$ cat src/rtl/ts_irq_pkg.sv
package ts_irq_pkg;
  typedef enum logic [1:0] {
    SEL_EVT  = 2'd0,
    SEL_TSTS = 2'd1,
    SEL_TEN  = 2'd2,
    SEL_NONE = 2'd3
  } reg_sel_e;

  function automatic reg_sel_e decode_sel(input logic [31:0] addr,
                                          input logic [31:0] a_evt,
                                          input logic [31:0] a_tsts,
                                          input logic [31:0] a_ten);
    if (addr == a_evt)       return SEL_EVT;
    else if (addr == a_tsts) return SEL_TSTS;
    else if (addr == a_ten)  return SEL_TEN;
    else                     return SEL_NONE;
  endfunction
endpackage

$ cat src/rtl/ts_evt_bank.sv
module ts_evt_bank #(
  parameter int NUM_SRC = 9,
  parameter int DATA_W  = 32,
  parameter int EN_LSB  = 16
) (
  input  logic               clk,
  input  logic               rst,
  input  logic [NUM_SRC-1:0] evt,
  input  logic               wr_evt,
  input  logic [DATA_W-1:0]  wdata,
  output logic [NUM_SRC-1:0] sts,
  output logic [NUM_SRC-1:0] en
);
  logic [NUM_SRC-1:0] clr_req;

  assign clr_req = wr_evt ? wdata[NUM_SRC-1:0] : '0;

  generate
    for (genvar g = 0; g < NUM_SRC; g++) begin : g_src
      // an arriving event wins over a same-cycle clear
      always_ff @(posedge clk) begin
        if (rst)             sts[g] <= 1'b0;
        else if (evt[g])     sts[g] <= 1'b1;
        else if (clr_req[g]) sts[g] <= 1'b0;
      end
    end
  endgenerate

  always_ff @(posedge clk) begin
    if (rst)         en <= '0;
    else if (wr_evt) en <= wdata[EN_LSB +: NUM_SRC];
  end
endmodule

$ cat src/rtl/ts_cascade.sv
module ts_cascade #(
  parameter int NUM_SRC  = 9,
  parameter int DATA_W   = 32,
  parameter int CASC_BIT = 29
) (
  input  logic               clk,
  input  logic               rst,
  input  logic [NUM_SRC-1:0] sts,
  input  logic [NUM_SRC-1:0] en,
  input  logic               wr_ten,
  input  logic [DATA_W-1:0]  wdata,
  output logic               casc,
  output logic               top_en,
  output logic               irq
);
  assign casc = |(sts & en);

  always_ff @(posedge clk) begin
    if (rst) begin
      top_en <= 1'b0;
      irq    <= 1'b0;
    end else begin
      if (wr_ten) top_en <= wdata[CASC_BIT];
      irq <= casc & top_en;
    end
  end
endmodule

$ cat src/rtl/ts_rd_mux.sv
module ts_rd_mux
  import ts_irq_pkg::*;
#(
  parameter int NUM_SRC  = 9,
  parameter int DATA_W   = 32,
  parameter int EN_LSB   = 16,
  parameter int CASC_BIT = 29
) (
  input  logic               clk,
  input  logic               rst,
  input  reg_sel_e           sel,
  input  logic [NUM_SRC-1:0] sts,
  input  logic [NUM_SRC-1:0] en,
  input  logic               casc,
  input  logic               top_en,
  output logic [DATA_W-1:0]  rdata
);
  logic [DATA_W-1:0] nxt;

  always_comb begin
    nxt = '0;
    unique case (sel)
      SEL_EVT: begin
        nxt[NUM_SRC-1:0]         = sts;
        nxt[EN_LSB +: NUM_SRC]   = en;
      end
      SEL_TSTS: nxt[CASC_BIT]    = casc;
      SEL_TEN:  nxt[CASC_BIT]    = top_en;
      default:  nxt              = '0;
    endcase
  end

  always_ff @(posedge clk) begin
    if (rst) rdata <= '0;
    else     rdata <= nxt;
  end
endmodule

$ cat src/rtl/ts_irq_cascade.sv
module ts_irq_cascade
  import ts_irq_pkg::*;
#(
  parameter int NUM_SRC   = 9,
  parameter int DATA_W    = 32,
  parameter int ADDR_W    = 4,
  parameter int EN_LSB    = 16,
  parameter int CASC_BIT  = 29,
  parameter int ADDR_EVT  = 0,
  parameter int ADDR_TSTS = 1,
  parameter int ADDR_TEN  = 2
) (
  input  logic               clk,
  input  logic               rst,
  input  logic [NUM_SRC-1:0] evt_i,
  input  logic [ADDR_W-1:0]  bus_addr,
  input  logic               bus_we,
  input  logic [DATA_W-1:0]  bus_wdata,
  output logic [DATA_W-1:0]  bus_rdata,
  output logic               irq_o
);
  localparam int PAD_W = 32 - ADDR_W;

  reg_sel_e           sel;
  logic               wr_evt, wr_ten;
  logic [NUM_SRC-1:0] sts_q, en_q;
  logic               casc, top_en_q;

  assign sel    = decode_sel({{PAD_W{1'b0}}, bus_addr}, ADDR_EVT, ADDR_TSTS, ADDR_TEN);
  assign wr_evt = bus_we && (sel == SEL_EVT);
  assign wr_ten = bus_we && (sel == SEL_TEN);

  ts_evt_bank #(.NUM_SRC(NUM_SRC), .DATA_W(DATA_W), .EN_LSB(EN_LSB)) u_bank (
    .clk(clk), .rst(rst), .evt(evt_i), .wr_evt(wr_evt), .wdata(bus_wdata),
    .sts(sts_q), .en(en_q)
  );

  ts_cascade #(.NUM_SRC(NUM_SRC), .DATA_W(DATA_W), .CASC_BIT(CASC_BIT)) u_casc (
    .clk(clk), .rst(rst), .sts(sts_q), .en(en_q), .wr_ten(wr_ten),
    .wdata(bus_wdata), .casc(casc), .top_en(top_en_q), .irq(irq_o)
  );

  ts_rd_mux #(.NUM_SRC(NUM_SRC), .DATA_W(DATA_W), .EN_LSB(EN_LSB),
              .CASC_BIT(CASC_BIT)) u_rd (
    .clk(clk), .rst(rst), .sel(sel), .sts(sts_q), .en(en_q), .casc(casc),
    .top_en(top_en_q), .rdata(bus_rdata)
  );
endmodule

$ cat config.mk
export PLATFORM = sky130hd
export DESIGN_NAME = ts_irq_cascade
export DESIGN_NICKNAME = d
export VERILOG_FILES = /design/src/rtl/ts_irq_pkg.sv /design/src/rtl/ts_evt_bank.sv /design/src/rtl/ts_cascade.sv /design/src/rtl/ts_rd_mux.sv /design/src/rtl/ts_irq_cascade.sv
export SDC_FILE = /design/constraint.sdc
export NUM_CORES = 1
export LEC_CHECK = 0
export ABC_AREA = 1
export ABC_CLOCK_PERIOD_IN_PS = 1500
export CORE_MARGIN = 2
export CORE_UTILIZATION = 39
export CTS_BUF_LIST = sky130_fd_sc_hd__clkbuf_2 sky130_fd_sc_hd__clkbuf_4 sky130_fd_sc_hd__clkbuf_8
export CTS_CLUSTER_SIZE = 30
export DETAILED_ROUTE_END_ITERATION = 6
export PLACE_DENSITY = 0.83
export SKIP_LAST_GASP = 1
export SLEW_MARGIN = 0
export SYNTH_ARGS = -nofsm -noshare
export SYNTH_HDL_FRONTEND = slang
export SYNTH_SLANG_ARGS = --single-unit
export TNS_END_PERCENT = 20
$ cat constraint.sdc
create_clock -name clk -period 1.5 [get_ports clk]
set_input_delay 0.3 -clock clk [delete_from_list [all_inputs] [get_ports clk]]
set_output_delay 0.3 -clock clk [all_outputs]
set_load 0.1 [all_outputs]
==> run summary, run 1 <==
dpl ws -> -0.3483 ns
drt first-iter violations -> 53
syn avg cell area -> 8.111 um2
outcome -> complete, no violations
Rows -> 21
fmax -> 708.8 MHz
largest net degree at the start of global routing -> 19
via-per-instance ratio -> 4.407
Int Power -> 1.379 mW
CP Buf/Inv Count -> 3
setup slack after layout -> 0.08919 ns
area growth from synthesis to layout -> 59.86%
slowest CP cell -> clkdlybuf4s50_1
Resize count post-CTS -> 0
Final Max Tran Viols -> 0
worst path cell trace -> clkdlybuf4s50_1 -> nor2_1 -> inv_1 -> nor2_2 -> ha_2 -> nand2_2 -> buf_12 -> o21ai_0 -> a21oi_1
unrepaired setup endpoints after global routing -> yes
Comb pwr share -> 0.158
grt total ovfl -> 0
Yosys warning count -> 0
layout cells sized above 1 -> 0.1757
drt total wl -> 3116 um
Max IR drop VDD -> 0.0004767 V
post-CTS setup buffers -> 0
min cycle time layout -> 1.411 ns
Worst Skew -> 0.006340 ns
top sig layer -> met4
clk root buf -> clkbuf_4
Crit Path Category -> primary input to flip-flop
WP data required -> 1.74 ns
Core Footprint -> 3416 um2
sequential power share -> 0.560
first-pass GRT wire length -> 4974 um
worst-path fanout max -> 18
CP Capture Type -> flip-flop
critical path's top delay family -> buffers and inverters
Startpoint Class -> primary input
dpl hpwl -> 2396 um
footprint of the multi-input gates -> 504.2 um2
post-synth cell types -> 16
clock network fraction of design power -> 0.282
endpoints failing setup -> 0
Worst Path Arrival -> 1.65 ns
first-pass iteration count of the detailed router -> 4
CTS tree -> yes
Util after Layout -> 0.6681
DRC errors left -> 0
setup TNS -> 0 ns
final-stage net count -> 289
Min-Delay Path Class -> flip-flop to flip-flop
Switch Pwr -> 0.5338 mW
initial antenna violation count -> 0
# diodes -> 0
sequential share of the synthesized area -> 0.5469
Port Buffers -> 54
Clock transition at path regs -> 0.10 ns
area of the mapped netlist -> 1428 um2
Min-Delay Path Depth -> 2
DIE AREA -> 4160 um2
max cap viols -> 0
Max H-tree Level -> 2
Sw Ratio -> 0.2791
Seq cells post-synth -> 39
CP peak stage delay -> 0.39 ns
design area -> 2282 um2
Final Cycle Share -> 0.9405
Starting Density -> 0.4179
register area -> 780.7 um2
WL per Instance -> 10.93 um
Die W -> 64.50 um
met2 wire length -> 1607 um
Fin. Hold Viols -> 0
GRT Total Usage -> 0.1587
Cells after Synth -> 176
# fillers -> 291
CTS sink cnt -> 39
Met1 Wirelength -> 1232 um
CTS Buf Count -> 5
metal3 WL -> 241 um
placed instance area -> 2201 um2
Vias -> 1256
clock buffer depth -> 2
R2R depth -> 6
clock latency on the worst-skew pair -> 0.34 ns
hold_buf cts -> 0
post-route ant nets -> 0
Stages on worst setup path -> 9
leakage -> 0.9459 nW
vias in the first global route -> 1144
I/O pin cnt -> 81
Die H -> 64.50 um
routability cong. -> 0.7197
PwrDens -> 838.2 nW/um2
sequential cells by signal, summed over array words and instances (netlist names):
register / count
u_bank.sts: 9
u_bank.en: 9
u_casc.irq: 1
u_casc.top_en: 1
u_rd.rdata: 19
worst register-to-register path: stages (launching register included):
cell and delay (ns):
dfxtp_1 0.34, nand2_1 0.07, nand3_1 0.08, nor2_1 0.11, nand2_1 0.09, nand2_1 0.09, a21oi_2 0.05
power by group through the flow:
| stage | sequential, mW | clock [mW] | combinational [mW] |
|---|---|---|---|
| finish | 1.07 | 0.539 | 0.303 |
| global route | 1.07 | 0.602 | 0.320 |
| CTS | 1.07 | 0.555 | 0.300 |
| detailed placement | 1.10 | 0 | 0.299 |
| global placement | 1.09 | 0 | 0.296 |
| floorplan | 1.09 | 0 | 0.211 |
cell usage in the layout, fill, tap and decap left out, drive strengths merged:
cell type,synthesis,routed
ha,3,3
dlymetal6s2s,0,1
clkinv,0,1
a21oi,20,20
nand3,2,2
dfxtp,39,39
buf,15,25
o21ai,9,9
nor2,33,33
conb,1,13
clkbuf,1,7
clkdlybuf4s50,0,33
nand2,29,29
inv,23,23
or2,1,1
layer usage:
| metal | track usage | vias to the layer above |
|---|---|---|
| li1 | - | 635 |
| met1 | 0.1744 | 567 |
| met2 | 0.2813 | 49 |
| met3 | 0.06250 | 5 |
| met4 | 0.04787 | 0 |
| met5 | 0 | - |
through the flow:
| step | hold slack (ns) | std cells | power (mW) |
|---|---|---|---|
| after CTS | 0.4535 | 285 | 1.927 |
| final | 0.4532 | 285 | 1.913 |
| after global placement | 0.4309 | 277 | 1.391 |
| after detailed placement | 0.4385 | 277 | 1.394 |
| after global routing | 0.4712 | 285 | 1.997 |
| after floorplan | 0.3691 | 188 | 1.306 |
cell families after synthesis:
kind of cell,count (synthesis),share of synthesized area
AOI/OAI and AO/OA,29,0.1017
buffers and inverters,39,0.1446
and+or+nand+nor,65,0.1779
DFF,39,0.5469
adders and majority gates,3,0.02630
other,1,0.002627
cell type report:
type	instances	share of cell area
tap	46	0.02522
multi-input combinational	110	0.2209
sequential	39	0.3421
clock inverter	1	0.002193
clock buffer	7	0.02303
inverter	23	0.03893
timing repair buffer	59	0.3476
path summary, 6_finish.rpt:
check | startpoint | endpoint | slack (ns)
worst max-delay path | bus_addr[3] | u_bank.en[6]$_SDFFE_PP0N_ | 0.09
worst min-delay path | u_bank.sts[1]$_SDFFE_PP0P_ | u_rd.rdata[1]$_SDFF_PP0_ | 0.45
worst max register to register | u_bank.sts[4]$_SDFFE_PP0P_ | u_rd.rdata[29]$_SDFF_PP0_ | 0.58
worst min register to register | u_bank.sts[1]$_SDFFE_PP0P_ | u_rd.rdata[1]$_SDFF_PP0_ | 0.45
Yosys cell counts:
cell type	instances	area [um2]
dfxtp_1	39	780.8
nor2_1	33	123.9
nand2_1	27	101.4
inv_1	21	78.83
a21oi_1	20	100.1
buf_4	14	105.1
o21ai_0	8	40.04
ha_1	3	37.54
inv_2	2	7.510
nand2_2	2	12.51
nand3_1	2	10.01
buf_6	1	11.26
clkbuf_1	1	3.750
conb_1	1	3.750
o21ai_1	1	5.000
or2_2	1	6.260
Note: power is estimated with default switching activity, not from simulation.
==> run 2, diff against run 1 <==
ABC_CLOCK_PERIOD_IN_PS = 1600   (was 1500)
TNS_END_PERCENT = 1   (was 20)
clock period = 1.6 ns   (was 1.5 ns; I/O delays follow)
==> run 2 against run 1 <==
Compared with the run above:
- critical path depth down 1
- sequential cell count unchanged
- largest cell class unchanged
- count of clock-buffer cells in the layout down 1
- largest power group unchanged
- via count up 0.40%
- cell count unchanged
==> run summary, run 2 (synthesis results as in run 1) <==
routability cong. -> 0.7260 (+0.88%)
min cycle time layout -> 1.503 ns
grt total ovfl -> 0 (unchanged)
clock latency on the worst-skew pair -> 0.34 ns (about the same)
hold_ws -> 0.4463 ns (-0.006859 ns)
worst-path fanout max -> 2 (-16)
Sw Ratio -> 0.2598 (-0.01927)
first-pass GRT wire length -> 5326 um (+7.1%)
dpl hpwl -> 2342 um (-2.3%)
CP peak stage delay -> 0.46 ns (+0.07 ns)
initial antenna violation count -> 0 (unchanged)
slowest CP cell -> clkdlybuf4s50_1
Critical Path Start -> bus_addr[3]
CTS Buf Count -> 5 (unchanged)
CP Buf/Inv Count -> 3 (unchanged)
largest registers -> u_rd.rdata x19, u_bank.en x9, u_bank.sts x9
clk root buf -> clkbuf_4
first-pass iteration count of the detailed router -> 4 (unchanged)
dpl cells -> 277 (unchanged)
outcome -> complete, no violations
Rows -> 21 (unchanged)
Starting Density -> 0.4179 (unchanged)
fmax -> 665.5 MHz
layout cells sized above 1 -> 0.1715 (-0.004184)
endpoints failing setup -> 0 (unchanged)
critical path's top delay family -> buffers and inverters
worst path cell trace -> clkdlybuf4s50_1 -> nor2_1 -> inv_1 -> nor2_2 -> buf_4 -> ha_1 -> or2_2 -> a21oi_2
post-route ant nets -> 0 (unchanged)
DRC errors left -> 0 (unchanged)
PnR Total Power -> 1.968 mW (+2.9%)
worst r2r src -> u_bank.sts[5]$_SDFFE_PP0P_
Int Power -> 1.457 mW (+5.6%)
max cap viols -> 0 (unchanged)
Fin. Hold Viols -> 0 (unchanged)
CTS tree -> yes
Final Max Tran Viols -> 0 (unchanged)
Switch Pwr -> 0.5113 mW (-4.2%)
Crit Path Category -> primary input to flip-flop
largest net degree at the start of global routing -> 19 (unchanged)
Port Buffers -> 54 (unchanged)
leakage -> 0.9430 nW (-0.30%)
CTS sink cnt -> 39 (unchanged)
sequential power share -> 0.511 (-0.049)
PwrDens -> 854.5 nW/um2 (+1.9%)
placed instance area -> 2201 um2 (unchanged)
CP Capture Type -> flip-flop
GRT Total Usage -> 0.1664 (+0.007612)
Max IR drop VDD -> 0.0005142 V (+7.9%)
Min-Delay Path Class -> flip-flop to flip-flop
max reg flops -> 19 (unchanged)
post-CTS setup buffers -> 0 (unchanged)
Util after Layout -> 0.6744 (+0.006227)
most flop-heavy register -> u_rd.rdata
I/O pin cnt -> 81 (unchanged)
critical hold path startpoint -> u_bank.sts[8]$_SDFFE_PP0P_
Clock transition at path regs -> 0.12 ns (+0.02 ns)
WL per Instance -> 11.11 um (+1.6%)
drt first-iter violations -> 52 (-1.9%)
area growth from synthesis to layout -> 61.35%
dpl ws -> -0.3009 ns (+0.04735 ns)
WP data required -> 1.88 ns (+0.14 ns)
setup slack after layout -> 0.09737 ns (+0.008178 ns)
design area -> 2303 um2 (+0.93%)
Worst Skew -> 0.01379 ns (+0.007448 ns)
setup TNS -> 0 ns (unchanged)
Vias -> 1261 (+0.40%)
commonest non-fill, non-tap cell in the layout -> dfxtp_1
Worst Path Arrival -> 1.79 ns (+0.14 ns)
clock buffer depth -> 2 (unchanged)
Die W -> 64.50 um (unchanged)
# diodes -> 0 (unchanged)
most frequent cells in the layout -> dfxtp_1, clkdlybuf4s50_1, nor2_1
final cell count without fillers -> 285 (unchanged)
unrepaired setup endpoints after global routing -> yes
Max H-tree Level -> 2 (unchanged)
clock network fraction of design power -> 0.345 (+0.063)
DIE AREA -> 4160 um2 (unchanged)
Comb pwr share -> 0.144 (-0.014)
Die H -> 64.50 um (unchanged)
drt total wl -> 3167 um (+1.6%)
Startpoint Class -> primary input
vias in the first global route -> 1193 (+4.3%)
final-stage net count -> 289 (unchanged)
via-per-instance ratio -> 4.425 (+0.40%)
Core Footprint -> 3416 um2 (unchanged)
Final Cycle Share -> 0.9391
-- run 2: cell types whose count changed in the layout (fill, tap and decap cells not counted) --
cell | previous run | this run
or2_2 | 0 | 1
clkbuf_4 | 7 | 5
nor2_4 | 0 | 1
bufinv_16 | 0 | 1
ha_2 | 1 | 0
or2_4 | 1 | 0
nand2_4 | 1 | 0
clkdlybuf4s50_1 | 33 | 34
nand2_2 | 1 | 2
dlymetal6s2s_1 | 1 | 0
ha_1 | 2 | 3
nor2_2 | 2 | 1
clkbuf_8 | 0 | 1
-- run 2: power groups by stage --
| stage | Sequential, mW | Clock (mW) | Combinational, mW |
|---|---|---|---|
| global route | 1.01 | 0.755 | 0.299 |
| floorplan | 1.03 | 0 | 0.198 |
| CTS | 1.01 | 0.695 | 0.281 |
| finish | 1.00 | 0.679 | 0.284 |
| detailed placement | 1.03 | 0 | 0.279 |
| global placement | 1.03 | 0 | 0.276 |
-- run 2: per-layer routing --
metal	vias to the layer above	share of wire	track usage
met4	0	0.015	0.05585
met1	564	0.39	0.1882
met2	53	0.51	0.2930
met5	-	0	0
met3	7	0.080	0.05556
li1	637	-	-
-- run 2: layout make-up --
class                   count  area (um2)
clock buffers               6       51.30
clock inverters             2       35.03
fillers                   280        1112
inverters                  23       88.84
multi-input cells         110       499.2
flip-flops and latches     39       780.7
well taps                  46       57.56
repair buffers             59       790.8
-- run 2: timing repair --
action,4_1_cts,5_1_grt
hold buffers,0,0
setup endpoints to repair,0,37
gates resized for setup,0,5
-- run 2: tightest hold or removal path, cell delays in order, from the launching register on --
cell and delay (ns):
dfxtp_1 0.34, inv_1 0.06, nor2_1 0.03
-- run 2: worst paths after layout --
check	to	slack, ns	cells past startpoint
worst max-delay path	u_rd.rdata[29]$_SDFF_PP0_	0.1	8
worst min-delay path	u_rd.rdata[8]$_SDFF_PP0_	0.45	2
worst max register to register	u_rd.rdata[29]$_SDFF_PP0_	0.69	6
worst min register to register	u_rd.rdata[8]$_SDFF_PP0_	0.45	2
==> run 3, diff against run 2 <==
CORE_MARGIN = not set   (was 2)
==> run 3 against run 2 <==
Compared with the run above:
- register-to-register slack is essentially flat
- power shrank 12%
- non-clock buffer count did not move
- highest routed layer unchanged
==> run summary, run 3 (synthesis results as in run 1) <==
setup slack after layout -> 0.1356 ns (+0.03828 ns)
clock network fraction of design power -> 0.262 (-0.083)
GRT Total Usage -> 0.1691 (+0.002698)
Die H -> 62.50 um (-3.1%)
met1 usage -> 0.1741 (-0.01419)
Util after Layout -> 0.6546 (-0.01978)
CTS sink cnt -> 39 (unchanged)
first-pass iteration count of the detailed router -> 4 (unchanged)
unrepaired setup endpoints after global routing -> yes
Starting Density -> 0.4179 (unchanged)
WP data required -> 1.87 ns (about the same)
fmax -> 682.9 MHz (+2.6%)
Worst Skew -> 0.005164 ns (-0.008624 ns)
clock latency on the worst-skew pair -> 0.34 ns (about the same)
area growth from synthesis to layout -> 56.62%
max cap viols -> 0 (unchanged)
Fin. Hold Viols -> 0 (unchanged)
worst-path fanout max -> 2 (unchanged)
# fillers -> 281 (+0.36%)
Die W -> 62.50 um (-3.1%)
Comb pwr share -> 0.161 (+0.017)
Core Footprint -> 3416 um2 (unchanged)
GR peak layer -> met2
vias in the first global route -> 1201 (+0.67%)
Clock transition at path regs -> 0.10 ns (-0.02 ns)
Max IR drop VDD -> 0.0004617 V (-10%)
Sw Ratio -> 0.2769 (+0.01710)
DRC errors left -> 0 (unchanged)
CTS Buf Count -> 5 (unchanged)
post-route ant nets -> 0 (unchanged)
Switch Pwr -> 0.4823 mW (-5.7%)
largest registers -> u_rd.rdata x19, u_bank.en x9, u_bank.sts x9
clock buffer depth -> 2 (unchanged)
final-stage net count -> 289 (unchanged)
min cycle time layout -> 1.464 ns (-0.03828 ns)
dpl ws -> -0.2933 ns (+0.007624 ns)
critical hold path startpoint -> u_bank.sts[5]$_SDFFE_PP0P_
placed instance area -> 2188 um2 (-0.57%)
endpoints failing setup -> 0 (unchanged)
max reg flops -> 19 (unchanged)
DIE AREA -> 3906 um2 (-6.1%)
WL per Instance -> 10.66 um (-4.0%)
CP Capture Type -> flip-flop
Worst Path Arrival -> 1.74 ns (-0.05 ns)
clk root buf -> clkbuf_4
commonest non-fill, non-tap cell in the layout -> dfxtp_1
Startpoint Class -> primary input
outcome -> complete, no violations
via-per-instance ratio -> 4.410 (-0.33%)
initial antenna violation count -> 0 (unchanged)
Crit Path Category -> primary input to flip-flop
I/O pin cnt -> 81 (unchanged)
# diodes -> 0 (unchanged)
M2 GR Usage -> 0.3057 (+0.01274)
drt total wl -> 3018 um (-4.7%)
Min-Delay Path Class -> flip-flop to flip-flop
Final Cycle Share -> 0.9152 (-0.02393)
layout cells sized above 1 -> 0.1561 (-0.01543)
Vias -> 1248 (-1.0%)
routability cong. -> 0.7690 (+5.9%)
CTS tree -> yes
setup TNS -> 0 ns (unchanged)
drt first-iter violations -> 41 (-21%)
grt total ovfl -> 0 (unchanged)
design area -> 2236 um2 (-2.9%)
Int Power -> 1.260 mW (-14%)
PwrDens -> 779.0 nW/um2 (-8.8%)
sequential power share -> 0.577 (+0.066)
worst r2r src -> u_bank.sts[4]$_SDFFE_PP0P_
most flop-heavy register -> u_rd.rdata
dpl hpwl -> 2349 um (+0.30%)
Critical Path Start -> bus_addr[3]
Final Max Tran Viols -> 0 (unchanged)
leakage -> 0.9161 nW (-2.9%)
Rows -> 21 (unchanged)
met3 Usage GRT -> 0.05109 (-0.004461)
most frequent cells in the layout -> dfxtp_1, clkdlybuf4s50_1, nor2_1
first-pass GRT wire length -> 5099 um (-4.3%)
largest net degree at the start of global routing -> 19 (unchanged)
Port Buffers -> 54 (unchanged)
Max H-tree Level -> 2 (unchanged)
-- run 3: final timing paths --
kind | to | slack, ns | cells past startpoint
worst max-delay path | u_rd.rdata[29]$_SDFF_PP0_ | 0.14 | 8
worst min-delay path | u_rd.rdata[5]$_SDFF_PP0_ | 0.45 | 2
worst max register to register | u_rd.rdata[29]$_SDFF_PP0_ | 0.69 | 6
worst min register to register | u_rd.rdata[5]$_SDFF_PP0_ | 0.45 | 2
-- run 3: what timing repair did --
item | CTS | global route
setup buffers | 0 | 0
hold buffers | 0 | 0
gates resized for setup | 0 | 2
endpoints found under the setup margin | 0 | 37
-- run 3: power groups by stage --
stage	Combinational, mW	Sequential (mW)	Clock, mW
finish	0.280	1.00	0.457
global route	0.296	1.01	0.521
CTS	0.281	1.00	0.471
detailed placement	0.280	1.03	0
global placement	0.276	1.03	0
floorplan	0.198	1.03	0
-- run 3: worst max-delay path, stage by stage --
cell	delay (ns)
clkdlybuf4s50_1	0.40
nor2_1	0.10
inv_1	0.06
nor2_1	0.13
buf_4	0.13
ha_1	0.21
or2_2	0.29
a21oi_1	0.11
-- run 3: cell type report --
cell class	count	area (um2)	area share
Clock buffer	6	45.04	0.02015
Timing Repair Buffer	59	778.2	0.3481
Tap cell	46	57.56	0.02574
Sequential cell	39	780.7	0.3492
Inverter	23	86.33	0.03861
Multi-Input combinational cell	110	488.0	0.2182
-- run 3: layer usage --
metal  part of all wire  vias up
met2               0.51       50
met3              0.071        6
met1               0.40      559
met5                  0        -
li1                   -      633
met4              0.020        0
-- run 3: stage by stage --
stage | instances | hold slack (ns) | power, mW
after CTS | 283 | 0.4570 | 1.756
after global routing | 283 | 0.4775 | 1.825
after floorplan | 188 | 0.3891 | 1.224
after global placement | 277 | 0.4288 | 1.302
final | 283 | 0.4544 | 1.742
after detailed placement | 277 | 0.4400 | 1.307
